File: src/rtl/hostIfPkg.sv
package hostIfPkg;
  localparam int DataW = 8;
  localparam int NibW  = DataW / 2;
  localparam int PinW  = 3;

  typedef struct packed {
    logic             wrDone;     // host write released this cycle
    logic             wrA0;       // select level latched for that write
    logic [DataW-1:0] wrByte;     // byte latched for that write
    logic             rdDataDone; // host data read released this cycle
    logic             dackDone;   // access under acknowledge released
    logic             stsHold;    // host is reading status now
    logic             busOe;      // read data driven
    logic             busSts;     // read data is the status byte
  } hostStrb_t;
endpackage

File: src/rtl/hostIfCtrl.sv
module hostIfCtrl
  import hostIfPkg::*;
(
  input  logic             clk,
  input  logic             rstN,
  input  logic             hostCsN,
  input  logic             hostA0,
  input  logic             hostRdN,
  input  logic             hostWrN,
  input  logic             hostDackN,
  input  logic [DataW-1:0] hostDataIn,
  input  logic             dmaOn,
  output hostStrb_t        strb
);
  logic selNow, dackNow, a0Eff;
  logic prevRdN, prevWrN;
  logic latSel, latA0, latDack;
  logic [DataW-1:0] latByte;
  logic wrRise, rdRise;

  assign dackNow = dmaOn & ~hostDackN;
  assign selNow  = ~hostCsN | dackNow;
  assign a0Eff   = dackNow ? 1'b0 : hostA0;
  assign wrRise  = ~prevWrN & hostWrN;
  assign rdRise  = ~prevRdN & hostRdN;

  always_ff @(posedge clk) begin
    if (!rstN) begin
      prevRdN <= 1'b1;
      prevWrN <= 1'b1;
      latSel  <= 1'b0;
      latA0   <= 1'b0;
      latDack <= 1'b0;
      latByte <= '0;
    end else begin
      prevRdN <= hostRdN;
      prevWrN <= hostWrN;
      if (!hostRdN || !hostWrN) begin
        latSel  <= selNow;
        latA0   <= a0Eff;
        latDack <= dackNow;
        latByte <= hostDataIn;
      end
    end
  end

  always_comb begin
    strb.wrDone     = wrRise & latSel;
    strb.wrA0       = latA0;
    strb.wrByte     = latByte;
    strb.rdDataDone = rdRise & latSel & ~latA0;
    strb.dackDone   = latDack & (wrRise | rdRise);
    strb.stsHold    = selNow & ~hostRdN & a0Eff;
    strb.busOe      = selNow & ~hostRdN;
    strb.busSts     = a0Eff;
  end

  // a write completion is only reported after the strobe was low
  a_r4_write_after_low: assert property (@(posedge clk) disable iff (!rstN)
    strb.wrDone |-> $past(!hostWrN));
  // read data is never driven while the read strobe is high
  a_r11_no_drive_idle: assert property (@(posedge clk) disable iff (!rstN)
    hostRdN |-> !strb.busOe);
endmodule

File: src/rtl/hostIfData.sv
module hostIfData
  import hostIfPkg::*;
(
  input  logic             clk,
  input  logic             rstN,
  input  hostStrb_t        strb,
  input  logic             locOutWr,
  input  logic [DataW-1:0] locOutData,
  input  logic             locInRd,
  output logic [DataW-1:0] locInData,
  input  logic             locStsWr,
  input  logic [DataW-1:0] locStsData,
  input  logic             locPinWr,
  input  logic [PinW-1:0]  locPinData,
  input  logic             locEnFlags,
  input  logic             locEnDma,
  output logic [DataW-1:0] hostDataOut,
  output logic             hostDataOe,
  output logic             obfPin,
  output logic             ibfPin,
  output logic             drqPin,
  output logic             dmaOn
);
  logic [DataW-1:0] inReg, outReg, stsByte;
  logic [NibW-1:0]  usrNib, pendNib;
  logic             pendValid, obf, ibf, cmdFlag, flagsOn, drq;
  logic [PinW-1:0]  pinLat;

  assign stsByte = {usrNib, cmdFlag, 1'b0, ibf, obf};

  always_ff @(posedge clk) begin
    if (!rstN) begin
      inReg <= '0; outReg <= '0; usrNib <= '0; pendNib <= '0;
      pendValid <= 1'b0; obf <= 1'b0; ibf <= 1'b0; cmdFlag <= 1'b0;
      flagsOn <= 1'b0; dmaOn <= 1'b0; drq <= 1'b0; pinLat <= '1;
    end else begin
      if (strb.wrDone) begin
        inReg   <= strb.wrByte;
        cmdFlag <= strb.wrA0;
      end
      if (strb.wrDone)  ibf <= 1'b1;
      else if (locInRd) ibf <= 1'b0;
      if (locOutWr) begin
        outReg <= locOutData;
        obf    <= 1'b1;
      end else if (strb.rdDataDone) begin
        obf <= 1'b0;
      end
      if (locStsWr && strb.stsHold) begin
        pendNib   <= locStsData[DataW-1:NibW];
        pendValid <= 1'b1;
      end else if (locStsWr) begin
        usrNib    <= locStsData[DataW-1:NibW];
        pendValid <= 1'b0;
      end else if (pendValid && !strb.stsHold) begin
        usrNib    <= pendNib;
        pendValid <= 1'b0;
      end
      if (locPinWr) pinLat <= locPinData;
      if (locEnFlags) flagsOn <= 1'b1;
      if (locEnDma) dmaOn <= 1'b1;
      if (locEnDma || strb.dackDone) drq <= 1'b0;
      else if (locPinWr && locPinData[2] && dmaOn) drq <= 1'b1;
    end
  end

  assign locInData   = inReg;
  assign hostDataOe  = strb.busOe;
  assign hostDataOut = strb.busOe ? (strb.busSts ? stsByte : outReg) : '0;
  assign obfPin = flagsOn ? (pinLat[0] & obf)  : pinLat[0];
  assign ibfPin = flagsOn ? (pinLat[1] & ~ibf) : pinLat[1];
  assign drqPin = dmaOn ? drq : pinLat[2];

  // user nibble frozen across consecutive status-read cycles
  a_r5_sts_frozen: assert property (@(posedge clk) disable iff (!rstN)
    (strb.stsHold && $past(strb.stsHold)) |-> $stable(usrNib));
  // IBF only rises after a completed host write
  a_r3_ibf_source: assert property (@(posedge clk) disable iff (!rstN)
    $rose(ibf) |-> $past(strb.wrDone));
  // OBF only rises after a local output write
  a_r6_obf_source: assert property (@(posedge clk) disable iff (!rstN)
    $rose(obf) |-> $past(locOutWr));
  // request only falls on acknowledge completion or mode re-entry
  a_r9_drq_fall: assert property (@(posedge clk) disable iff (!rstN)
    $fell(drq) |-> $past(strb.dackDone || locEnDma));
endmodule

File: src/rtl/hostIfBuffer.sv
module hostIfBuffer
  import hostIfPkg::*;
(
  input  logic             clk,
  input  logic             rstN,
  input  logic             hostCsN,
  input  logic             hostA0,
  input  logic             hostRdN,
  input  logic             hostWrN,
  input  logic             hostDackN,
  input  logic [DataW-1:0] hostDataIn,
  output logic [DataW-1:0] hostDataOut,
  output logic             hostDataOe,
  input  logic             locOutWr,
  input  logic [DataW-1:0] locOutData,
  input  logic             locInRd,
  output logic [DataW-1:0] locInData,
  input  logic             locStsWr,
  input  logic [DataW-1:0] locStsData,
  input  logic             locPinWr,
  input  logic [PinW-1:0]  locPinData,
  input  logic             locEnFlags,
  input  logic             locEnDma,
  output logic             obfPin,
  output logic             ibfPin,
  output logic             drqPin
);
  hostStrb_t strb;
  logic      dmaOn;

  hostIfCtrl uCtrl (
    .clk(clk), .rstN(rstN), .hostCsN(hostCsN), .hostA0(hostA0),
    .hostRdN(hostRdN), .hostWrN(hostWrN), .hostDackN(hostDackN),
    .hostDataIn(hostDataIn), .dmaOn(dmaOn), .strb(strb)
  );

  hostIfData uData (
    .clk(clk), .rstN(rstN), .strb(strb),
    .locOutWr(locOutWr), .locOutData(locOutData), .locInRd(locInRd),
    .locInData(locInData), .locStsWr(locStsWr), .locStsData(locStsData),
    .locPinWr(locPinWr), .locPinData(locPinData), .locEnFlags(locEnFlags),
    .locEnDma(locEnDma), .hostDataOut(hostDataOut), .hostDataOe(hostDataOe),
    .obfPin(obfPin), .ibfPin(ibfPin), .drqPin(drqPin), .dmaOn(dmaOn)
  );
endmodule

File: config.mk
export PLATFORM = sky130hd
export DESIGN_NAME = hostIfBuffer
export DESIGN_NICKNAME = d
export VERILOG_FILES = /design/src/rtl/hostIfPkg.sv /design/src/rtl/hostIfCtrl.sv /design/src/rtl/hostIfData.sv /design/src/rtl/hostIfBuffer.sv
export SDC_FILE = /design/constraint.sdc
export NUM_CORES = 1
export LEC_CHECK = 0
export BUFFER_PORTS_ARGS = -buffer_cell sky130_fd_sc_hd__buf_2
export CAP_MARGIN = 10
export CORE_ASPECT_RATIO = 0.7
export CORE_MARGIN = 1.5
export CORE_UTILIZATION = 45
export DETAILED_ROUTE_END_ITERATION = 16
export PLACE_DENSITY = 0.84
export SKIP_CTS_REPAIR_TIMING = 1
export SLEW_MARGIN = 20
export SYNTH_ARGS = -nofsm -noshare
export SYNTH_HDL_FRONTEND = slang
export SYNTH_HIERARCHICAL = 1
export SYNTH_SLANG_ARGS = --single-unit
File: constraint.sdc
create_clock -name clk -period 1.4 [get_ports clk]
set_input_delay 0.07 -clock clk [delete_from_list [all_inputs] [get_ports clk]]
set_output_delay 0.07 -clock clk [all_outputs]
set_load 0.005 [all_outputs]
-- After elaboration in Yosys (flattened, before gate mapping)
Index checks and enable logic that the tools add are counted.
Widths: inputs -> output; s select.
- multiplexer cells: 15
- bitwise gates (word level): 22
- reductions and logical operators: 15
- operators by type and width (operator ; count):
    $mux 8 ; 2
    $and 1x1->1 ; 11
    $mux 1 ; 11
    $not 1->1 ; 9
    $mux 4 ; 2
    $reduce_bool 2->1 ; 3
    $logic_and 1x1->1 ; 4
    $logic_not 1->1 ; 3
    $reduce_bool 3->1 ; 1
    $logic_or 1x1->1 ; 2
    $or 1x1->1 ; 2
    $reduce_and 2->1 ; 1
    $reduce_or 2->1 ; 1
- register bits: 47
- input port bits: 40
- output and inout bits: 20
- word-level logic and storage cells: 70

-- Logic depth before layout (Yosys ltp)
Gate-level depths: netlist of run 1.
- depth in word-level cells: 10
- mapped depth: 7
- depth with buffers taken out: 6

-- Cells and area by module
Netlist of run 1, hierarchy kept.
- modules (own cells, without submodules) (module ; instances ; cells an instance ; area an instance (µm²)):
    hostIfData ; 1 ; 139 ; 1445.1
    hostIfCtrl ; 1 ; 65 ; 548.0

-- Worst setup path after synthesis of run 1
Ideal clock, no wire load.
- path type: flip-flop to flip-flop
- start point: register uData.dmaOn
- end point: register uData.pendNib[0]
- setup time: 0.122 ns
- arrival: 1.414 ns
- required time: 1.278 ns
- slack: -0.136 ns
- cell stages (with the launch flop): 8
- path buffers: 1
- path through: dfxtp_1 > nand2b_4 > a21oi_1 > nor2b_1 > buf_2 > nand2_1 > nand2_1 > a21boi_0
- RTL lines (what ; RTL line ; source):
    from (decl) ; hostIfData.sv:22 ; output logic dmaOn
    from (signal assigned) ; hostIfData.sv:35 ; flagsOn <= 1'b0; dmaOn <= 1'b0; drq <= 1'b0; pinLat <= '1;
    from (signal assigned) ; hostIfData.sv:61 ; if (locEnDma) dmaOn <= 1'b1;
    to (signal assigned) ; hostIfData.sv:50 ; pendNib <= locStsData[DataW-1:NibW];
    to (decl) ; hostIfData.sv:25 ; logic [NibW-1:0] usrNib, pendNib;

==> results of run 1 <==
area by class of cell:
class                      count  area, um^2
timing repair buffer          68         387
fill                         400        1810
clock buffer                   8         100
inverter                       3        11.3
multi-input combinational    140         982
sequential                    47         942
tap                           55        68.8
per-layer routing:
layer | track usage (%) | share of wire, %
met3 | 5.27 | 5.0
met2 | 27.8 | 45
met5 | 0 | 0
met1 | 22.6 | 49
met4 | 5.95 | 0.95
cells in the mapped netlist (all sizes together):
library cell / number / area (um^2)
nor2: 4 / 22.5
mux2: 1 / 11.3
a31oi: 2 / 12.5
dfxtp: 47 / 941
inv: 3 / 11.3
and2: 2 / 12.5
o21a: 4 / 30.0
or3b: 1 / 11.3
nand3: 6 / 30.0
o21ai: 7 / 38.8
o211ai: 4 / 30.0
buf: 10 / 70.1
nor2b: 26 / 163
nand2: 28 / 105
a21boi: 15 / 113
a21oi: 1 / 5.00
clkbuf: 4 / 15.0
nor3: 1 / 5.00
nand2b: 5 / 38.8
mux2i: 31 / 310
nor4b: 1 / 8.76
and3b: 1 / 8.76
power by group through the flow:
stage / Combinational, mW / Sequential, mW / Clock [mW]
4_1_cts: 0.304 / 1.43 / 0.898
3_5_place_dp: 0.303 / 1.46 / 0
3_3_place_gp: 0.295 / 1.45 / 0
6_report: 0.321 / 1.43 / 0.869
5_1_grt: 0.355 / 1.43 / 0.959
2_1_floorplan: 0.193 / 1.45 / 0
worst paths after layout:
| check | startpoint | endpoint | cells after the start |
|---|---|---|---|
| min reg2reg | uCtrl/latByte[6]$_SDFFE_PN0P_ | uCtrl/latByte[6]$_SDFFE_PN0P_ | 2 |
| max reg2reg | uData/dmaOn$_SDFFE_PN0P_ | uData/usrNib[1]$_SDFFE_PN0P_ | 6 |
| min | locPinData[0] | uData/pinLat[0]$_SDFFE_PN1P_ | 3 |
| max | uData/dmaOn$_SDFFE_PN0P_ | hostDataOut[1] | 7 |
metrics by stage:
step	instance area, um^2	hold slack, ps	TNS [ps]	worst slack, ps	util [%]
2_1_floorplan	2000	143	0	12.9	-
3_3_place_gp	2330	266	0	46.5	54.2
3_5_place_dp	2330	267	-38.6	-31.7	54.2
4_1_cts	2430	-46.7	-1180	-167	56.5
5_1_grt	2490	0.479	-726	-107	57.9
6_report	2490	-6.51	-134	-41.9	57.9
cells by family (layout without fill, tap and decap cells):
logic type | after synthesis | in the layout
AND/OR/NAND/NOR | 75 | 75
flip-flops | 47 | 47
AO/OA/AOI/OAI | 33 | 33
multiplexers | 32 | 32
buffers and inverters | 17 | 79
flip-flops by register name, indices dropped and copies added (netlist names), 3 cells and up:
signal and count:
uCtrl/latByte 8, uData/locInData 8, uData/pendNib 4, uData/outReg 8, uData/usrNib 4, uData/pinLat 3
worst max-delay path, cell delays in order (launching register included):
cell and delay [ps]:
dfxtp_2 340, nand2b_4 100, nand2_4 60, inv_2 50, buf_8 130, mux2i_1 210, nor2b_1 60, buf_2 120
==> results by group, run 1 <==
Global routing
  • Overall global routing resource usage: 17.4%
  • Total global routing overflow: 0
  • Global-route wire length before repair: 6300 um
  • Initial antenna violation count: 0
  • Largest net degree at the start of global routing: 23
  • Vias in the first global route: 1440

Yosys
  • Sequential share of the synthesized area: 47.2%
  • Post-synthesis mux area share: 16.1%
  • Number of distinct library cells after synthesis: 29
  • Largest family of logic cells by synthesized area: simple AND/OR/NAND/NOR gates
  • Post-Syn Area: 1990 um^2
  • Yosys warnings: 6
  • Synth Area in Simple Gates: 20.3%
  • XOR/XNOR share of the synthesized area: 0%
  • Synthesized flop and latch total: 47
  • Compound-Gate Fraction of Synth Area: 11.5%
  • Synth Net Count: 244
  • Adder-Cell Fraction of Synth Area: 0%
  • Post-Synthesis Cells: 204
  • Avg Inst Size Synth: 9.77 um^2

Timing
  • Fin worst setup slack: -41.9 ps
  • Slew HR: 74.5%
  • Unrepaired setup endpoints after global routing: true
  • Final hold violation count: 2
  • Slew Viols, Final: 0
  • FMAX: 694 MHz
  • Hold slack: -6.51 ps
  • Worst Max-Slew Pin Slew: 383 ps
  • Clock Skew: 6.30 ps
  • Setup violations, final: 6
  • Part of the cycle the worst path needs: 103%
  • Fin crit period: 1440 ps

Floorplan
  • Die height: 58.7 um
  • IO Count: 60
  • Site Rows: 20
  • Starting Density: 46.3%
  • Die area: 4840 um^2
  • Chip width: 82.5 um
  • Core area: 4300 um^2

Clock tree
  • Clock sinks: 47
  • Clock root buffer: clkbuf_8
  • Number of H-tree levels: 2
  • TritonCTS clock tree: yes
  • TritonCTS buffer count: 5
  • Clk_lat worst skew: 290 ps
  • Max Buffers Root-to-Sink: 2
  • Clk slew on worst S/H paths: 80 ps

Pwr
  • P_leak: 1.09 nW
  • Combinational Power Share: 12.3%
  • Clock power share: 33.2%
  • Power per cell area: 1050 nW/um^2
  • Total power: 2.62 mW
  • Int Pwr: 2.02 mW
  • Sw Share: 22.9%
  • Sw Pwr: 0.600 mW
  • Reg power frac: 54.5%
  • Worst VDD drop: 0.544 mV

Worst setup path
  • Largest fanout on the critical path: 8
  • R2R setup slack: 90 ps
  • Setup crit end kind: primary output
  • Type of the worst setup path: register to primary output
  • Critical path data required time: 1330 ps
  • Worst Path Arrival: 1370 ps
  • CP startpoint kind: register

Detailed routing
  • DR pass1 iterations: 4
  • DR vias: 1587
  • Routed Antenna Nets: 0
  • Drt wl/cell: 12.4 um
  • Via/cell ratio: 4.94
  • Post-Route WL: 3980 um
  • DRC Markers: 0
  • DR iter-0 viols: 80

Place
  • Dpl cells: 309
  • GPL Wtd Cong: 0.832
  • Number of buffers added on ports: 55
  • DP HPWL: 3010 um

Flow run
  • Max Cap Viol: 0

Layout
  • Antenna Cells: 0
  • Share of cells above drive strength 1: 31.2%
  • Non-filler cells, final: 321
  • Net count, final: 305
  • Area grow syn2layout: 25.0%
  • Commonest non-fill, non-tap cell in the layout: buf_2
  • Most frequent cells in the layout: buf_2 (56), dfxtp_1 (46), mux2i_1 (31)

Run status
  • Failing checks: negative hold slack, negative setup slack
  • Status: finished with violations

Hold path
  • Min-delay worst type: input pin to register
No activity file was read; power rests on OpenSTA's default activity.
==> run 2, diff against run 1 <==
--- a/config.mk
+++ b/config.mk
@@ -11,7 +11,7 @@
 export CORE_MARGIN = 1.5
 export CORE_UTILIZATION = 45
 export DETAILED_ROUTE_END_ITERATION = 16
-export PLACE_DENSITY = 0.84
+export PLACE_DENSITY = 0.77
 export SKIP_CTS_REPAIR_TIMING = 1
 export SLEW_MARGIN = 20
 export SYNTH_ARGS = -nofsm -noshare
==> constraint.sdc (replaced) <==
create_clock -name clk -period 1.4 [get_ports clk]
set_input_delay 0.14 -clock clk [delete_from_list [all_inputs] [get_ports clk]]
set_output_delay 0.14 -clock clk [all_outputs]
set_load 0.005 [all_outputs]
==> run 2 against run 1 <==
Net effect: the flow finishes with violations (negative setup slack); non-clock buffer count decreased by 1; worst setup slack got worse by 0.80 ps; register-to-register slack got worse by 40 ps; first-iteration DRC count decreased by 31%; worst hold slack improved by 35 ps; critical endpoint unchanged; highest routed layer is now met3.
==> results by group, run 2 (same netlist as run 1, synthesis figures left out) <==
Timing
  • Unrepaired setup endpoints after global routing: true
  • Fin crit period: 1440 ps
  • Worst Max-Slew Pin Slew: 406 ps
  • FMAX: 693 MHz
  • Setup TNS: -184 ps
  • Fin worst setup slack: -42.7 ps
  • Setup violations, final: 8
  • Part of the cycle the worst path needs: 103%
  • Slew HR: 72.9%
  • Final hold violation count: 0
  • Clock Skew: 5.24 ps
  • Slew Viols, Final: 0

Clock tree
  • Clk slew on worst S/H paths: 80 ps
  • Clock root buffer: clkbuf_8
  • Number of H-tree levels: 2
  • Clk_lat worst skew: 290 ps
  • Clock sinks: 47
  • Max Buffers Root-to-Sink: 2
  • TritonCTS clock tree: yes
  • TritonCTS buffer count: 5

Worst setup path
  • Setup crit end kind: primary output
  • Slowest cell on crit path: dfxtp_2
  • Max incr delay on CP: 340 ps
  • CP startpoint kind: register
  • Worst Path Arrival: 1300 ps
  • Largest fanout on the critical path: 8
  • Critical path buffer and inverter count: 2
  • Critical path data required time: 1260 ps
  • Type of the worst setup path: register to primary output
  • Worst-path cell chain: nand2b_4, nand2_4, clkinv_8, mux2i_2, nor2b_2, buf_2
  • Crit path max-delay family: flip-flops

Place
  • DP HPWL: 2880 um
  • GPL Wtd Cong: 0.825
  • Number of buffers added on ports: 55
  • Placed Area: 2350 um^2
  • Dpl cells: 310

Global routing
  • Total global routing overflow: 0
  • Overall global routing resource usage: 16.7%
  • Global-route wire length before repair: 6110 um
  • Largest net degree at the start of global routing: 29
  • Vias in the first global route: 1341
  • Initial antenna violation count: 0

Layout
  • Filler cells: 382
  • Area grow syn2layout: 27.2%
  • Share of cells above drive strength 1: 33.2%
  • Final core utilization: 58.9%
  • Net count, final: 304
  • Commonest non-fill, non-tap cell in the layout: buf_2
  • Antenna Cells: 0
  • Most frequent cells in the layout: buf_2 (54), dfxtp_1 (46), mux2i_1 (29)
  • Fin area: 2540 um^2
  • Non-filler cells, final: 320

Detailed routing
  • DRC Markers: 0
  • Via/cell ratio: 4.93
  • DR iter-0 viols: 55
  • Routed Antenna Nets: 0
  • Post-Route WL: 3890 um
  • DR vias: 1577
  • Drt wl/cell: 12.2 um
  • DR pass1 iterations: 4

Run status
  • Status: finished with violations
  • Failing checks: negative setup slack

Pwr
  • Worst VDD drop: 0.691 mV
  • P_leak: 1.11 nW
  • Power per cell area: 1130 nW/um^2
  • Total power: 2.88 mW

Floorplan
  • Site Rows: 20
  • Chip width: 82.5 um
  • IO Count: 60
  • Die height: 58.7 um
  • Starting Density: 46.3%
  • Core area: 4300 um^2
  • Die area: 4840 um^2

Hold path
  • Min-delay worst type: input pin to register

Flow run
  • Max Cap Viol: 0
run 2: final cells by class:
class,count,area [um^2],share of cell area (%)
clock inverters,2,60.1,2.37
well taps,55,68.8,2.71
flip-flops and latches,47,942,37.1
repair buffers,67,375,14.8
clock buffers,6,72.6,2.86
multi-input cells,140,993,39.2
inverters,3,23.8,0.937
run 2: final timing paths:
kind | from | to | slack [ps] | cells past startpoint
setup reg to reg | uData/dmaOn$_SDFFE_PN0P_ | uData/usrNib[1]$_SDFFE_PN0P_ | 50 | 6
setup / recovery | uData/dmaOn$_SDFFE_PN0P_ | hostDataOut[1] | -40 | 6
hold / removal | locEnDma | uData/drq$_SDFFE_PP0P_ | 30 | 2
hold reg to reg | uCtrl/latByte[7]$_SDFFE_PN0P_ | uCtrl/latByte[7]$_SDFFE_PN0P_ | 450 | 2
run 2: worst reg2reg max path, stage by stage, from the launching register on:
cell      delay (ps)
dfxtp_2          350
nand2b_4          90
nand2_4          110
buf_4            120
nor2b_2           50
or3b_4           420
o21ai_1          140
run 2: report_power, final:
part / leakage, nW / switching (mW) / internal, mW / total, mW
Clock: 0.0654 / 0.412 / 0.713 / 1.12
Sequential: 0.386 / 0.0309 / 1.40 / 1.43
Combinational: 0.656 / 0.153 / 0.172 / 0.325
run 2: through the flow:
stage | hold slack, ps | setup WS (ps)
2_1_floorplan | 213 | 12.9
6_report | 28.9 | -42.7
3_5_place_dp | 330 | 15.7
3_3_place_gp | 328 | 66.7
5_1_grt | 17.4 | -116
4_1_cts | 21.5 | -200
run 2: layer usage:
layer / global-route usage, % / part of all wire, % / up-vias
met5: 0 / 0 / -
met4: 2.86 / 0 / 0
met3: 6.20 / 8.2 / 0
met2: 23.9 / 43 / 44
met1: 24.3 / 48 / 720
li1: - / - / 813
==> run 3, diff against run 2 <==
--- a/config.mk
+++ b/config.mk
@@ -11,10 +11,9 @@
 export CORE_MARGIN = 1.5
 export CORE_UTILIZATION = 45
 export DETAILED_ROUTE_END_ITERATION = 16
-export PLACE_DENSITY = 0.77
+export PLACE_DENSITY = 0.78
 export SKIP_CTS_REPAIR_TIMING = 1
 export SLEW_MARGIN = 20
 export SYNTH_ARGS = -nofsm -noshare
 export SYNTH_HDL_FRONTEND = slang
-export SYNTH_HIERARCHICAL = 1
 export SYNTH_SLANG_ARGS = --single-unit
==> run 3 against run 2 <==
Net effect: the flow still finishes with violations (negative setup slack); worst setup slack worse by 28 ps; clock skew grew 2.3 ps; critical path depth decreased by 1; sequential power barely moved; global-route usage up 1.8 points; total power decreased by 3.8%; design area down 3.9%; critical endpoint is now hostDataOut[5].
==> results by group, run 3 <==
Floorplan
  • Starting Density: 47.6%
  • IO Count: 60
  • Site Rows: 19
  • Core area: 3990 um^2
  • Die height: 57.4 um
  • Chip width: 80.7 um
  • Die area: 4630 um^2

Worst setup path
  • CP startpoint kind: register
  • Largest fanout on the critical path: 7
  • Worst-path cell chain: nand2b_4, and2_2, nand2_1, a21oi_1, buf_2
  • FF-to-FF Start: uData.pendValid$_SDFFE_PN0P_
  • Cells on worst reg2reg path: 4
  • Worst flop-to-flop path endpoint: uData.usrNib[0]$_SDFFE_PN0P_
  • Setup crit end kind: primary output
  • R2R setup slack: 130 ps
  • Worst Path Arrival: 1330 ps
  • Critical path data required time: 1260 ps
  • Slowest cell on crit path: dfxtp_4
  • Max incr delay on CP: 370 ps
  • Type of the worst setup path: register to primary output

Pwr
  • P_leak: 1.17 nW
  • Total power: 2.77 mW
  • Worst VDD drop: 0.647 mV
  • Power per cell area: 1140 nW/um^2

Global routing
  • Global-route wire length before repair: 6510 um
  • Total global routing overflow: 0
  • Largest net degree at the start of global routing: 33
  • Overall global routing resource usage: 18.5%
  • Vias in the first global route: 1503
  • Initial antenna violation count: 0

Timing
  • Final hold violation count: 0
  • Slew Viols, Final: 0
  • Setup violations, final: 8
  • Clock Skew: 7.55 ps
  • Fin worst setup slack: -71.1 ps
  • Fin crit period: 1470 ps
  • Part of the cycle the worst path needs: 105%
  • Slew HR: 70.6%
  • FMAX: 680 MHz
  • Unrepaired setup endpoints after global routing: true
  • Worst Max-Slew Pin Slew: 441 ps

Detailed routing
  • DRC Markers: 0
  • DR iter-0 viols: 52
  • Routed Antenna Nets: 0
  • DR pass1 iterations: 4
  • DR vias: 1685
  • Via/cell ratio: 5.08
  • Drt wl/cell: 12.7 um
  • Post-Route WL: 4210 um

Yosys
  • Synthesized flop and latch total: 47
  • Top cells by area, synth: dfxtp_1 (50%), mux2i_1 (11%), nand2_1 (9.3%), nor2_1 (5.3%), a21oi_1 (5.3%)
  • Post-Syn Area: 1900 um^2
  • Share of the synthesized area in the top cell type: 49.5%
  • Asr flop ratio synth: 0%
  • Ys flop type: dfxtp_1
  • Sequential share of the synthesized area: 49.5%
  • Most common library cells after synthesis: dfxtp_1 (47), nand2_1 (47), nor2_1 (27), a21oi_1 (20), mux2i_1 (20)
  • Avg Inst Size Synth: 8.68 um^2
  • Number of distinct library cells after synthesis: 29
  • Post-synth top area cell: dfxtp_1
  • Yosys warnings: 0
  • Synth Net Count: 259
  • Post-Synthesis Cells: 219
  • Post-synth EDFFs: 0

Layout
  • Most frequent cells in the layout: buf_2 (54), dfxtp_1 (46), nand2_1 (43)
  • Multi-input gate area: 965 um^2
  • Area grow syn2layout: 28.2%
  • Register area: 945 um^2
  • Commonest non-fill, non-tap cell in the layout: buf_2
  • Share of cells above drive strength 1: 30.7%
  • Antenna Cells: 0
  • Filler cells: 359
  • Net count, final: 319
  • Fin area: 2440 um^2

Place
  • Placed Area: 2230 um^2
  • DP HPWL: 2920 um
  • Number of buffers added on ports: 55
  • GPL Wtd Cong: 0.760

Hold path
  • Worst hold start: locEnDma
  • Cell count of the worst hold path: 2
  • Min-delay worst type: input pin to register
  • Worst Hold End: uData.drq$_SDFFE_PP0P_

Run status
  • Failing checks: negative setup slack
  • Status: finished with violations

Clock tree
  • TritonCTS clock tree: yes
  • Clk slew on worst S/H paths: 90 ps
  • Max Buffers Root-to-Sink: 2
  • Number of H-tree levels: 2
  • Clock root buffer: clkbuf_8
  • Clock sinks: 47
  • Clk_lat worst skew: 310 ps
  • TritonCTS buffer count: 5

Flow run
  • Max Cap Viol: 0
run 3: cell families (layout without fill, tap and decap cells):
family          after synthesis  in the layout  synth area share [%]
compound gates               38             38                  12.8
simple gates                 99            100                  23.2
buf+inv                      14             74                  3.36
flops                        47             47                  49.5
mux                          21             21                  11.1
run 3: where the power goes:
part / internal, mW / leakage, nW / switching [mW] / total [mW]
clock network: 0.541 / 0.0587 / 0.474 / 1.01
logic: 0.148 / 0.728 / 0.168 / 0.316
registers: 1.40 / 0.387 / 0.0369 / 1.44
total: 2.09 / 1.17 / 0.679 / 2.77
run 3: final cells by class:
type	count	area share (%)
Multi-Input combinational cell	159	39.6
Timing Repair Buffer	61	13.4
Tap cell	52	2.67
Sequential cell	47	38.8
Clock buffer	5	2.82
Clock inverter	3	1.95
Inverter	5	0.770
run 3: layer usage:
metal | global-route usage [%] | part of all wire (%) | vias to the layer above
met2 | 29.1 | 42 | 56
met5 | 0 | 0 | -
met4 | 6.65 | 1.1 | 0
met1 | 24.0 | 50 | 752
li1 | - | - | 870
met3 | 5.92 | 7.1 | 7
run 3: critical path, delay by kind of cell, from the launching register on:
kind,cells,cell delay (ps)
and+or+nand+nor,3,410
buffers and inverters,1,130
DFF,1,370
AOI/OAI and AO/OA,1,120
run 3: stage by stage:
stage | hold slack [ps] | setup TNS (ps) | setup slack [ps] | util [%] | std cells
after floorplan | 230 | 0 | 253 | - | 219
final | 41.8 | -412 | -71.1 | 61.0 | 332
after detailed placement | 360 | 0 | 31.3 | 55.7 | 321
after global routing | 20.0 | -1030 | -146 | 61.0 | 332
after global placement | 349 | 0 | 44.5 | 55.7 | 321
after CTS | 25.9 | -2400 | -318 | 58.6 | 329
run 3: worst max path at each step:
| stage | cells past startpoint | startpoint | end |
|---|---|---|---|
| 2_1_floorplan | 4 | uData.pendValid$_SDFFE_PN0P_ | uData.usrNib[0]$_SDFFE_PN0P_ |
| 3_3_place_gp | 5 | uData.dmaOn$_SDFFE_PN0P_ | hostDataOut[6] |
| 3_5_place_dp | 5 | uData.dmaOn$_SDFFE_PN0P_ | hostDataOut[6] |
| 4_1_cts | 5 | uData.dmaOn$_SDFFE_PN0P_ | hostDataOut[6] |
| 5_1_grt | 5 | uData.dmaOn$_SDFFE_PN0P_ | hostDataOut[6] |
| 6_report | 5 | uData.dmaOn$_SDFFE_PN0P_ | hostDataOut[5] |
